### src/rtl/ics_pkg.sv
package ics_pkg;
  typedef enum logic [1:0] {
    RSEL_NONE = 2'd0,
    RSEL_STAT = 2'd1,
    RSEL_MASK = 2'd2
  } rsel_e;

  localparam int unsigned DMA_SRC_IDX = 3;
endpackage

### src/rtl/ics_rst_sync.sv
module ics_rst_sync (
  input  logic clk,
  input  logic rst_n,
  output logic rst_sync_n
);
  logic [1:0] sync_q;

  always_ff @(posedge clk or negedge rst_n) begin
    if (!rst_n) sync_q <= 2'b00;
    else        sync_q <= {sync_q[0], 1'b1};
  end

  assign rst_sync_n = sync_q[1];
endmodule

### src/rtl/ics_decode.sv
module ics_decode #(
  parameter int unsigned ADDR_W = 8,
  parameter logic [ADDR_W-1:0] STAT_OFS = 8'h70,
  parameter logic [ADDR_W-1:0] MASK_OFS = 8'h74
) (
  input  logic [ADDR_W-1:0] addr_i,
  input  logic              we_i,
  output logic              stat_we_o,
  output logic              mask_we_o,
  output ics_pkg::rsel_e    rsel_o
);
  logic hit_stat, hit_mask;

  always_comb begin
    hit_stat  = (addr_i == STAT_OFS);
    hit_mask  = (addr_i == MASK_OFS);
    stat_we_o = we_i & hit_stat;
    mask_we_o = we_i & hit_mask;
    if (hit_stat)      rsel_o = ics_pkg::RSEL_STAT;
    else if (hit_mask) rsel_o = ics_pkg::RSEL_MASK;
    else               rsel_o = ics_pkg::RSEL_NONE;
  end
endmodule

### src/rtl/ics_status_reg.sv
module ics_status_reg #(
  parameter int unsigned NSRC = 16
) (
  input  logic            clk,
  input  logic            rst_n,
  input  logic [NSRC-1:0] set_i,
  input  logic            ack_we_i,
  input  logic [NSRC-1:0] ack_data_i,
  output logic [NSRC-1:0] stat_o
);
  logic [NSRC-1:0] stat_q;
  logic [NSRC-1:0] stat_d;
  logic [NSRC-1:0] stat_en;

  for (genvar i = 0; i < NSRC; i++) begin : g_bit
    // Keep the bit unless a write clears it; a new event always wins.
    always_comb begin
      stat_d[i]  = (stat_q[i] & (~ack_we_i | ack_data_i[i])) | set_i[i];
      stat_en[i] = ack_we_i | set_i[i];
    end

    always_ff @(posedge clk or negedge rst_n) begin
      if (!rst_n)          stat_q[i] <= 1'b0;
      else if (stat_en[i]) stat_q[i] <= stat_d[i];
    end
  end

  assign stat_o = stat_q;
endmodule

### src/rtl/ics_mask_reg.sv
module ics_mask_reg #(
  parameter int unsigned NSRC = 16
) (
  input  logic            clk,
  input  logic            rst_n,
  input  logic            load_i,
  input  logic [NSRC-1:0] data_i,
  output logic [NSRC-1:0] mask_o
);
  logic [NSRC-1:0] mask_q;
  logic [NSRC-1:0] mask_d;

  always_comb mask_d = data_i;

  always_ff @(posedge clk or negedge rst_n) begin
    if (!rst_n)      mask_q <= '0;
    else if (load_i) mask_q <= mask_d;
  end

  assign mask_o = mask_q;
endmodule

### src/rtl/ics_pending.sv
module ics_pending #(
  parameter int unsigned NSRC = 16
) (
  input  logic            clk,
  input  logic            rst_n,
  input  logic [NSRC-1:0] stat_i,
  input  logic [NSRC-1:0] mask_i,
  output logic            pend_o
);
  logic pend_d, pend_q;

  always_comb pend_d = |(stat_i & mask_i);

  always_ff @(posedge clk or negedge rst_n) begin
    if (!rst_n) pend_q <= 1'b0;
    else        pend_q <= pend_d;
  end

  assign pend_o = pend_q;
endmodule

### src/rtl/irq_stat_mask_ctrl.sv
module irq_stat_mask_ctrl #(
  parameter int unsigned NSRC   = 16,
  parameter int unsigned ADDR_W = 8,
  parameter int unsigned DATA_W = 32,
  parameter logic [ADDR_W-1:0] STAT_OFS = 8'h70,
  parameter logic [ADDR_W-1:0] MASK_OFS = 8'h74
) (
  input  logic              clk,
  input  logic              rst_n,
  input  logic [NSRC-1:0]   src_set_i,
  input  logic [ADDR_W-1:0] bus_addr_i,
  input  logic              bus_we_i,
  input  logic [DATA_W-1:0] bus_wdata_i,
  output logic [DATA_W-1:0] bus_rdata_o,
  output logic              irq_pending_o
);
  localparam int unsigned PAD_W = DATA_W - NSRC;

  logic            rst_sync_n;
  logic            stat_we, mask_we;
  ics_pkg::rsel_e  rsel;
  logic [NSRC-1:0] stat_q, mask_q;
  logic [NSRC-1:0] wr_low;
  logic            unused_hi;

  assign wr_low    = bus_wdata_i[NSRC-1:0];
  assign unused_hi = ^bus_wdata_i[DATA_W-1:NSRC];

  ics_rst_sync u_rst (
    .clk        (clk),
    .rst_n      (rst_n),
    .rst_sync_n (rst_sync_n)
  );

  ics_decode #(
    .ADDR_W (ADDR_W), .STAT_OFS (STAT_OFS), .MASK_OFS (MASK_OFS)
  ) u_dec (
    .addr_i    (bus_addr_i),
    .we_i      (bus_we_i),
    .stat_we_o (stat_we),
    .mask_we_o (mask_we),
    .rsel_o    (rsel)
  );

  ics_status_reg #(.NSRC (NSRC)) u_stat (
    .clk        (clk),
    .rst_n      (rst_sync_n),
    .set_i      (src_set_i),
    .ack_we_i   (stat_we),
    .ack_data_i (wr_low),
    .stat_o     (stat_q)
  );

  ics_mask_reg #(.NSRC (NSRC)) u_mask (
    .clk    (clk),
    .rst_n  (rst_sync_n),
    .load_i (mask_we),
    .data_i (wr_low),
    .mask_o (mask_q)
  );

  ics_pending #(.NSRC (NSRC)) u_pend (
    .clk    (clk),
    .rst_n  (rst_sync_n),
    .stat_i (stat_q),
    .mask_i (mask_q),
    .pend_o (irq_pending_o)
  );

  always_comb begin
    unique case (rsel)
      ics_pkg::RSEL_STAT: bus_rdata_o = {{PAD_W{1'b0}}, stat_q};
      ics_pkg::RSEL_MASK: bus_rdata_o = {{PAD_W{1'b0}}, mask_q};
      default:            bus_rdata_o = '0;
    endcase
  end
endmodule

### config.mk
export PLATFORM = sky130hd
export DESIGN_NAME = irq_stat_mask_ctrl
export DESIGN_NICKNAME = d
export VERILOG_FILES = /design/src/rtl/ics_pkg.sv /design/src/rtl/ics_rst_sync.sv /design/src/rtl/ics_decode.sv /design/src/rtl/ics_status_reg.sv /design/src/rtl/ics_mask_reg.sv /design/src/rtl/ics_pending.sv /design/src/rtl/irq_stat_mask_ctrl.sv
export SDC_FILE = /design/constraint.sdc
export NUM_CORES = 1
export LEC_CHECK = 0
export ABC_CLOCK_PERIOD_IN_PS = 1900
export BUFFER_PORTS_ARGS = -buffer_cell sky130_fd_sc_hd__buf_2
export CAP_MARGIN = 20
export CORE_MARGIN = 3
export CORE_UTILIZATION = 43
export CTS_CLUSTER_SIZE = 24
export DETAILED_ROUTE_END_ITERATION = 16
export PLACE_DENSITY = 0.79
export SETUP_SLACK_MARGIN = 0.5
export SLEW_MARGIN = 20
export SYNTH_ARGS = -nofsm -noshare
export SYNTH_HDL_FRONTEND = slang
export SYNTH_SLANG_ARGS = --single-unit
### constraint.sdc
create_clock -name clk -period 1.9 [get_ports clk]
set_clock_uncertainty 0.2 [all_clocks]
set_input_delay 0.285 -clock clk [delete_from_list [all_inputs] [get_ports clk]]
set_output_delay 0.285 -clock clk [all_outputs]
set_load 0.02 [all_outputs]
==> results of run 1 <==
## how the worst max path moves through the flow
| stage | end | slack, ns | cells past startpoint |
|---|---|---|---|
| 2_1_floorplan | u_mask.mask_o[0]$_DFFE_PN0P_ | 0.21 | 4 |
| 3_3_place_gp | bus_rdata_o[11] | 0.06 | 6 |
| 3_5_place_dp | bus_rdata_o[6] | 0.05 | 6 |
| 4_1_cts | bus_rdata_o[13] | 0.26 | 5 |
| 5_1_grt | bus_rdata_o[5] | 0.21 | 3 |
| 6_report | bus_rdata_o[5] | 0.25 | 5 |
## flip-flops by register name (all words and copies together) (netlist names)
name	cells
u_rst.sync_q	2
u_pend.pend_o	1
u_stat.stat_o	16
u_mask.mask_o	16
## logic make-up (layout without fill, tap and decap cells)
| group | count (synthesis) | after routing |
|---|---|---|
| flip-flops | 35 | 35 |
| buffers and inverters | 25 | 103 |
| other | 2 | 17 |
| AO/OA/AOI/OAI | 24 | 24 |
| AND/OR/NAND/NOR | 54 | 55 |
| multiplexers | 32 | 32 |
## per-stage QoR
step / setup slack (ns) / utilization / instances / total power [mW] / instance area, sq um
floorplan: 0.212 / - / 187 / 0.993 / 2150
global placement: 0.0569 / 0.568 / 276 / 1.05 / 2340
detailed placement: 0.0549 / 0.568 / 276 / 1.05 / 2340
CTS: 0.256 / 0.687 / 307 / 1.68 / 2830
global route: 0.207 / 0.744 / 316 / 1.80 / 3060
finish: 0.247 / 0.744 / 316 / 1.73 / 3060
## metal layers
metal	GRT usage	vias up	part of all wire
met1	0.219	782	0.38
met3	0.0429	10	0.054
met2	0.329	56	0.55
met5	0	-	0
li1	-	760	-
met4	0.0438	0	0.018
## power groups by stage
stage          sequential, mW  clock, mW  combinational (mW)
6_report                0.796      0.591               0.344
5_1_grt                 0.798      0.633               0.366
4_1_cts                 0.791      0.597               0.294
3_5_place_dp            0.804          0               0.249
3_3_place_gp            0.802          0               0.245
2_1_floorplan           0.818          0               0.175
## layout make-up
class | count | share of cell area
Multi-Input combinational cell | 128 | 0.388
Clock buffer | 8 | 0.0327
Sequential cell | 35 | 0.286
Tap cell | 50 | 0.0204
Timing Repair Buffer | 95 | 0.273
## layout by cell type (no fill, tap or decap), types with 10 or more instances in the layout
cell type,Yosys,layout
a21o_1,16,16
nor2_1,32,16
nand3_1,16,16
buf_6,1,18
nor2_4,0,16
mux2_4,10,10
buf_2,3,42
conb_1,2,17
dfrtp_1,35,35
dlygate4sd3_1,0,17
## repair_timing
action,CTS,global route
hold buffers,17,0
buffers inserted,5,6
hold endpoints to repair,18,0
gates cloned,1,3
pin swaps,4,3
gates resized for setup,38,23
setup endpoints to repair,33,49
==> metrics.yaml, run 1 <==
status:
  status: "complete, no violations"
timing:
  whs_ns: 0.0434
  rsz0062_at_grt: "true"
  fin_crit_sh: 0.870
  max_freq_mhz: 605
  finalHoldViolCount: 0
  finalSetupTns_ns: 0
  setup_viol: 0
  layout_min_cycle_time_ns: 1.65
  slew_viol_final: 0
logic_synthesis:
  synth_top_area_frac: 0.465
  avgSynthCellArea_sq_um: 10.9
  synth.area.mux_share: 0.201
  seq_area_frac_synth: 0.465
  synthSimpleGateAreaFrac: 0.142
  synthCells: 172
  synth_area_sq_um: 1880
  synth_xor_area_frac: 0
  synth_edf_count: 0
  synth.most_common_cell: "dfrtp_1"
  synth_area_leaders: "dfrtp_1 (47%), mux2i_1 (8.5%), mux2_4 (8.0%)"
  netlist.top_cell.by_area: "dfrtp_1"
  synth_compound_area_frac: 0.101
  async_flop_share: 1.00
  yosys_most_used_dff: "dfrtp_1"
  ys_warn_count: 0
  synth-adder-area-share: 0
  synth_top_family_by_area: "multiplexers"
  synth_common_cells: "dfrtp_1 (35), nor2_1 (32)"
  ys_ff_latch: 35
  synth_cell_types: 20
clock_network:
  cts_tree: "yes"
  insertion_delay_ns: 0.28
  numCtsBuffers: 5
  clock-sinks: 35
  h-tree-depth: 2
  clock_path_buffers: 2
  clk_pin_slew_worst_paths_ns: 0.07
  cts-root-buf: "clkbuf_8"
worst_setup_path:
  cpLargestDelayFamily: "buffers and inverters"
  rr_startpoint: "u_stat.stat_o[12]$_DFFE_PN0P_"
  crit_required_ns: 1.41
  crit_chain: "buf_2 -> buf_12 -> mux2i_1 -> nor2_4 -> buf_6"
  cp-start-kind: "input pin"
  startpoint: "bus_addr_i[2]"
  worstPathMaxFanout: 9
  cpMaxStageDelayCell: "mux2i_1"
  worstSetupPathType: "in2out"
  crit_path_end_kind: "primary output"
  cp_data_arrival_time_ns: 1.17
  r2r_setup_slack_ns: 0.45
  crit_buf_inv: 3
  rr_worst_depth: 3
  critPathMaxStageDelay_ns: 0.32
  rr_endpoint: "u_pend.pend_o$_DFF_PN0_"
drt:
  drt-initial-drc-count: 76
  num_vias: 1608
  drt-vias-per-instance: 5.09
  ant_nets: 0
  wirelength_microns: 5270
  wl_per_cell_microns: 16.7
  firstDrtPassIters: 4
  drc_errors: 0
floorplanning:
  rows: 23
  die_y_microns: 72.2
  io_pins: 92
  die_w_microns: 72.2
  initial_core_util: 0.458
  fp.dieArea_sq_um: 5210
  core_area_sq_um: 4120
pwr:
  peakVddDrop_v: 0.000455
  p_sw_uw: 455
  combPwrFrac: 0.199
  p_int_mw: 1.28
  p_clk_frac: 0.342
  swShare: 0.263
  p_leak_nw: 1.36
  power.density_nw_per_um2: 565
  p_seq_frac: 0.460
finish:
  diodes: 0
  multi_input_area_sq_um: 1190
  drive_gt1_frac: 0.523
  syn_to_final_growth_pct: 62.6
  fillers: 264
  final-seq-area_sq_um: 876
  layout.nets: 324
hold_path:
  min_path_cells: 2
  holdPathEnd: "u_mask.mask_o[5]$_DFFE_PN0P_"
  hold_start: "bus_wdata_i[5]"
  min_path_type: "in2reg"
global_routing:
  grt_pass1_wl_microns: 7260
  grt_overflow: 0
  grt_pass1_vias: 1550
  grt_antenna_before_repair: 0
  grt_use_total: 0.183
  grt_max_degree: 34
place:
  place_congestion: 0.737
  portBuffers: 59
  dpl.hpwl_microns: 3000
flow_run:
  cap_violations: 0
No activity file was read; power rests on OpenSTA's default activity.
==> inputs of run 2 (changes only) <==
- CELL_PAD_IN_SITES_DETAIL_PLACEMENT: default -> 0
- CELL_PAD_IN_SITES_GLOBAL_PLACEMENT: default -> 1
- CORE_UTILIZATION: 43 -> 34
- PLACE_DENSITY: 0.79 -> 0.84
==> run 2 against run 1 <==
Net effect:
- flip-flop and latch count unchanged
- largest cell class unchanged
- via count shrank 1.3%
- total power down 7.6%
- combinational power decreased by 8.7%
- global-route usage shrank 2.0 points
- final cell count rose by 4.7%
- first-iteration DRC count shrank 16%
==> metrics.yaml, run 2 (synthesis gave the netlist of run 1 again) <==
status:
  status: "complete, no violations"
floorplanning:
  die_w_microns: 80.4
  initial_core_util: 0.360
  die_y_microns: 80.4
  rows: 26
  io_pins: 92
  fp.dieArea_sq_um: 6470
  core_area_sq_um: 5240
timing:
  fin_crit_sh: 0.869
  slew_viol_final: 0
  finalSetupTns_ns: 0
  layout_min_cycle_time_ns: 1.65
  setup_viol: 0
  finalHoldViolCount: 0
  rsz0062_at_grt: "true"
  max_freq_mhz: 605
clock_network:
  insertion_delay_ns: 0.28
  numCtsBuffers: 5
  clk_pin_slew_worst_paths_ns: 0.07
  cts-root-buf: "clkbuf_8"
  clock_path_buffers: 2
  h-tree-depth: 2
  cts_tree: "yes"
  clock-sinks: 35
drt:
  wl_per_cell_microns: 15.5
  num_vias: 1587
  drt-initial-drc-count: 64
  firstDrtPassIters: 4
  ant_nets: 0
  drt-vias-per-instance: 4.79
  wirelength_microns: 5120
  drc_errors: 0
finish:
  multi_input_area_sq_um: 1160
  syn_to_final_growth_pct: 57.7
  drive_gt1_frac: 0.506
  diodes: 0
  fillers: 469
  finish.utilization: 0.567
  final_common_cell: "buf_2"
  layout.nets: 321
  layout_common_cells: "buf_2 (40), dfrtp_1 (35), buf_6 (21)"
  final-seq-area_sq_um: 876
worst_setup_path:
  crit_chain: "mux2i_1 -> nor2_4 -> buf_6"
  worstSetupPathType: "reg2out"
  cpMaxStageDelayCell: "dfrtp_1"
  worstPathMaxFanout: 3
  cp_data_arrival_time_ns: 1.17
  critPathMaxStageDelay_ns: 0.41
  cp-start-kind: "register"
  crit_required_ns: 1.41
  crit_path_end_kind: "primary output"
global_routing:
  grt_pass1_vias: 1686
  grt_overflow: 0
  grt_antenna_before_repair: 0
  grt_use_total: 0.163
  grt_max_degree: 34
  grt_pass1_wl_microns: 7940
pwr:
  power.density_nw_per_um2: 538
  peakVddDrop_v: 0.000339
  p_leak_nw: 1.33
place:
  place_congestion: 0.701
  portBuffers: 59
  dpl.hpwl_microns: 3160
flow_run:
  cap_violations: 0
hold_path:
  min_path_type: "in2reg"
==> run 2: changes by cell type in the layout (fill, tap and decap cells not counted), moves of 3 or more <==
| cell | delta |
|---|---|
| clkbuf_16 | -3 |
| mux2i_2 | -6 |
| nand3_1 | -7 |
| buf_6 | +3 |
| mux2i_4 | -5 |
| nand3_2 | +7 |
| mux2i_1 | +11 |
==> run 2: where the power goes <==
part	switching (mW)	total [mW]	internal [mW]
combinational	0.162	0.314	0.151
sequential	0.0195	0.791	0.772
clock	0.249	0.493	0.244
==> run 2: layout make-up <==
type / count / share of cell area
Clock buffer: 6 / 0.0244
Multi-Input combinational cell: 128 / 0.390
Sequential cell: 35 / 0.295
Tap cell: 70 / 0.0295
Timing Repair Buffer: 92 / 0.262
==> run 2: worst paths after layout <==
kind / from / to / slack [ns] / depth (start not counted)
worst max-delay path: u_mask.mask_o[2]$_DFFE_PN0P_ / bus_rdata_o[2] / 0.25 / 3
worst min-delay path: bus_wdata_i[6] / u_mask.mask_o[6]$_DFFE_PN0P_ / 0.05 / 2
worst max register to register: u_stat.stat_o[1]$_DFFE_PN0P_ / u_pend.pend_o$_DFF_PN0_ / 0.60 / 3
worst min register to register: u_rst.sync_q[1]$_DFF_PN0_ / u_mask.mask_o[9]$_DFFE_PN0P_ / 0.09 / 1
max in group asynchronous: u_rst.sync_q[1]$_DFF_PN0_ / u_mask.mask_o[0]$_DFFE_PN0P_ / 1.08 / 1
min in group asynchronous: u_rst.sync_q[1]$_DFF_PN0_ / u_mask.mask_o[9]$_DFFE_PN0P_ / 0.09 / 1
==> run 2: worst max-delay path: cells and delay by family (launching register included) <==
kind          cells  cell delay [ns]
buf+inv           1             0.13
simple gates      1             0.07
flops             1             0.41
mux               1             0.27
==> run 2: repair_timing <==
item	CTS	global route
hold endpoints to repair	18	0
resized for setup	37	29
pin swaps	4	9
endpoints found under the setup margin	33	49
hold buffers	17	0
setup buffers	4	2
cloned	2	1
==> run 2: routing by layer <==
layer  routed length, microns  GRT usage
met5                        0          0
met4                       25     0.0304
met3                      249     0.0415
met2                     2700      0.291
met1                     2140      0.198
==> run 2: per-stage QoR <==
stage / instances / total power, mW / setup WS (ns) / hold WS, ns / instance area, sq um
6_report: 331 / 1.60 / 0.248 / 0.0481 / 2970
3_3_place_gp: 299 / 1.05 / 0.0992 / -0.129 / 2380
2_1_floorplan: 187 / 0.993 / 0.212 / -0.211 / 2150
4_1_cts: 328 / 1.59 / 0.271 / 0.0406 / 2840
5_1_grt: 331 / 1.68 / 0.211 / 0.0431 / 2970
3_5_place_dp: 299 / 1.06 / 0.0847 / -0.126 / 2380
==> inputs of run 3 (changes only) <==
- GPL_TIMING_DRIVEN: default -> 0
==> run 3 against run 2 <==
Net effect:
- worst hold slack worse by 0.011 ns
- non-clock buffer count grew 25
- clock power grew 22%
- global-route usage rose by 0.71 points
- first-iteration DRC count grew 33%
- total power up 8.7%
- routed wire length is 4.7% higher
- sequential share of layout area fell by 2.9 points
- critical path depth is 4 higher
==> metrics.yaml, run 3 (synthesis gave the netlist of run 1 again) <==
timing:
  rsz0062_at_grt: "true"
  finalHoldViolCount: 0
  slew_viol_final: 0
  max_freq_mhz: 591
  layout_min_cycle_time_ns: 1.69
  fin_ws_ns: 0.209
  fin_crit_sh: 0.890
  whs_ns: 0.0366
  worst_slew_pin_slew_ns: 0.729
  slew_headroom: 0.514
  setup_viol: 0
drt:
  drt-initial-drc-count: 85
  num_vias: 1644
  drc_errors: 0
  firstDrtPassIters: 4
  drt-vias-per-instance: 4.61
  ant_nets: 0
  wirelength_microns: 5360
  wl_per_cell_microns: 15.0
global_routing:
  grt_pass1_wl_microns: 8140
  grt_overflow: 0
  grt_pass1_vias: 1640
  grt_max_degree: 34
  grt_antenna_before_repair: 0
  grt_use_total: 0.170
place:
  place_congestion: 0.756
  preCtsSetupSlack_ns: -0.210
  dpl.hpwl_microns: 3470
  portBuffers: 58
worst_setup_path:
  worstSetupPathType: "in2out"
  crit_required_ns: 1.41
  worstPathMaxFanout: 5
  cp-start-kind: "input pin"
  cp_data_arrival_time_ns: 1.21
  crit_path_end_kind: "primary output"
floorplanning:
  io_pins: 92
  core_area_sq_um: 5240
  rows: 26
  die_w_microns: 80.4
  die_y_microns: 80.4
  fp.dieArea_sq_um: 6470
  initial_core_util: 0.360
clock_network:
  insertion_delay_ns: 0.29
  h-tree-depth: 2
  cts-root-buf: "clkbuf_8"
  clk_pin_slew_worst_paths_ns: 0.07
  numCtsBuffers: 5
  cts_tree: "yes"
  clock-sinks: 35
  clock_path_buffers: 2
finish:
  syn_to_final_growth_pct: 75.3
  final-seq-area_sq_um: 877
  layout.nets: 345
  diodes: 0
  multi_input_area_sq_um: 1180
  layout_common_cells: "buf_2 (41), dfrtp_1 (34), buf_6 (23)"
  drive_gt1_frac: 0.568
  final_common_cell: "buf_2"
  fillers: 415
pwr:
  p_leak_nw: 1.52
  p_clk_frac: 0.345
  p_sw_uw: 457
  p_int_mw: 1.28
  swShare: 0.263
  p_seq_frac: 0.463
  combPwrFrac: 0.192
  peakVddDrop_v: 0.000402
  power.density_nw_per_um2: 526
hold_path:
  min_path_type: "in2reg"
status:
  status: "complete, no violations"
flow_run:
  cap_violations: 0
==> run 3: metrics by stage <==
step                      std cells  setup TNS [ns]  power (mW)  utilization  area [sq um]
after floorplan                 187               0       0.993            -          2150
after global placement          315           -2.92        1.08        0.483          2530
after detailed placement        315           -3.07        1.08        0.483          2530
after CTS                       352               0        1.74        0.601          3150
after global routing            357               0        1.81        0.630          3300
final                           357               0        1.74        0.630          3300
==> run 3: what timing repair did <==
action | 4_1_cts | 5_1_grt
gates resized for setup | 59 | 22
endpoints found under the setup margin | 44 | 49
buffers inserted | 10 | 4
hold endpoints to repair | 18 | 0
pin swaps | 4 | 17
gates cloned | 2 | 1
hold buffers | 17 | 0
==> run 3: worst paths after layout <==
path                                         startpoint                            end  slack (ns)  cells after the start
setup / recovery                          bus_addr_i[7]                bus_rdata_o[14]        0.21                      7
hold / removal                           bus_wdata_i[4]   u_mask.mask_o[4]$_DFFE_PN0P_        0.04                      2
max in group asynchronous     u_rst.sync_q[1]$_DFF_PN0_  u_stat.stat_o[13]$_DFFE_PN0P_        0.90                      0
hold reg to reg               u_rst.sync_q[1]$_DFF_PN0_  u_stat.stat_o[10]$_DFFE_PN0P_        0.12                      0
setup reg to reg           u_mask.mask_o[4]$_DFFE_PN0P_        u_pend.pend_o$_DFF_PN0_        0.46                      4
min in group asynchronous                         rst_n      u_rst.sync_q[1]$_DFF_PN0_        0.10                      2
==> run 3: cell type report <==
| type | instances | area share |
|---|---|---|
| buffer | 25 | 0.0739 |
| clock buffer | 8 | 0.0303 |
| multi-input combinational | 127 | 0.358 |
| sequential | 35 | 0.266 |
| tap | 70 | 0.0265 |
| timing repair buffer | 92 | 0.245 |
==> run 3: worst max-delay path: stages <==
cell,delay [ns]
buf_6,0.09
and4b_1,0.24
buf_6,0.12
nand2_8,0.07
clkbuf_16,0.18
nor2_4,0.09
buf_6,0.12
==> run 3: power by group through the flow <==
stage               Clock [mW]  Combinational (mW)  Sequential [mW]
finish                   0.600               0.334            0.804
global route             0.648               0.356            0.810
CTS                      0.615               0.316            0.805
detailed placement           0               0.264            0.818
global placement             0               0.262            0.817
floorplan                    0               0.175            0.818
==> run 3: layer usage <==
metal	vias to the layer above	GRT usage	share of wire
met3	8	0.0482	0.052
met1	790	0.221	0.44
met5	-	0	0
li1	800	-	-
met2	46	0.272	0.49
met4	0	0.0541	0.013
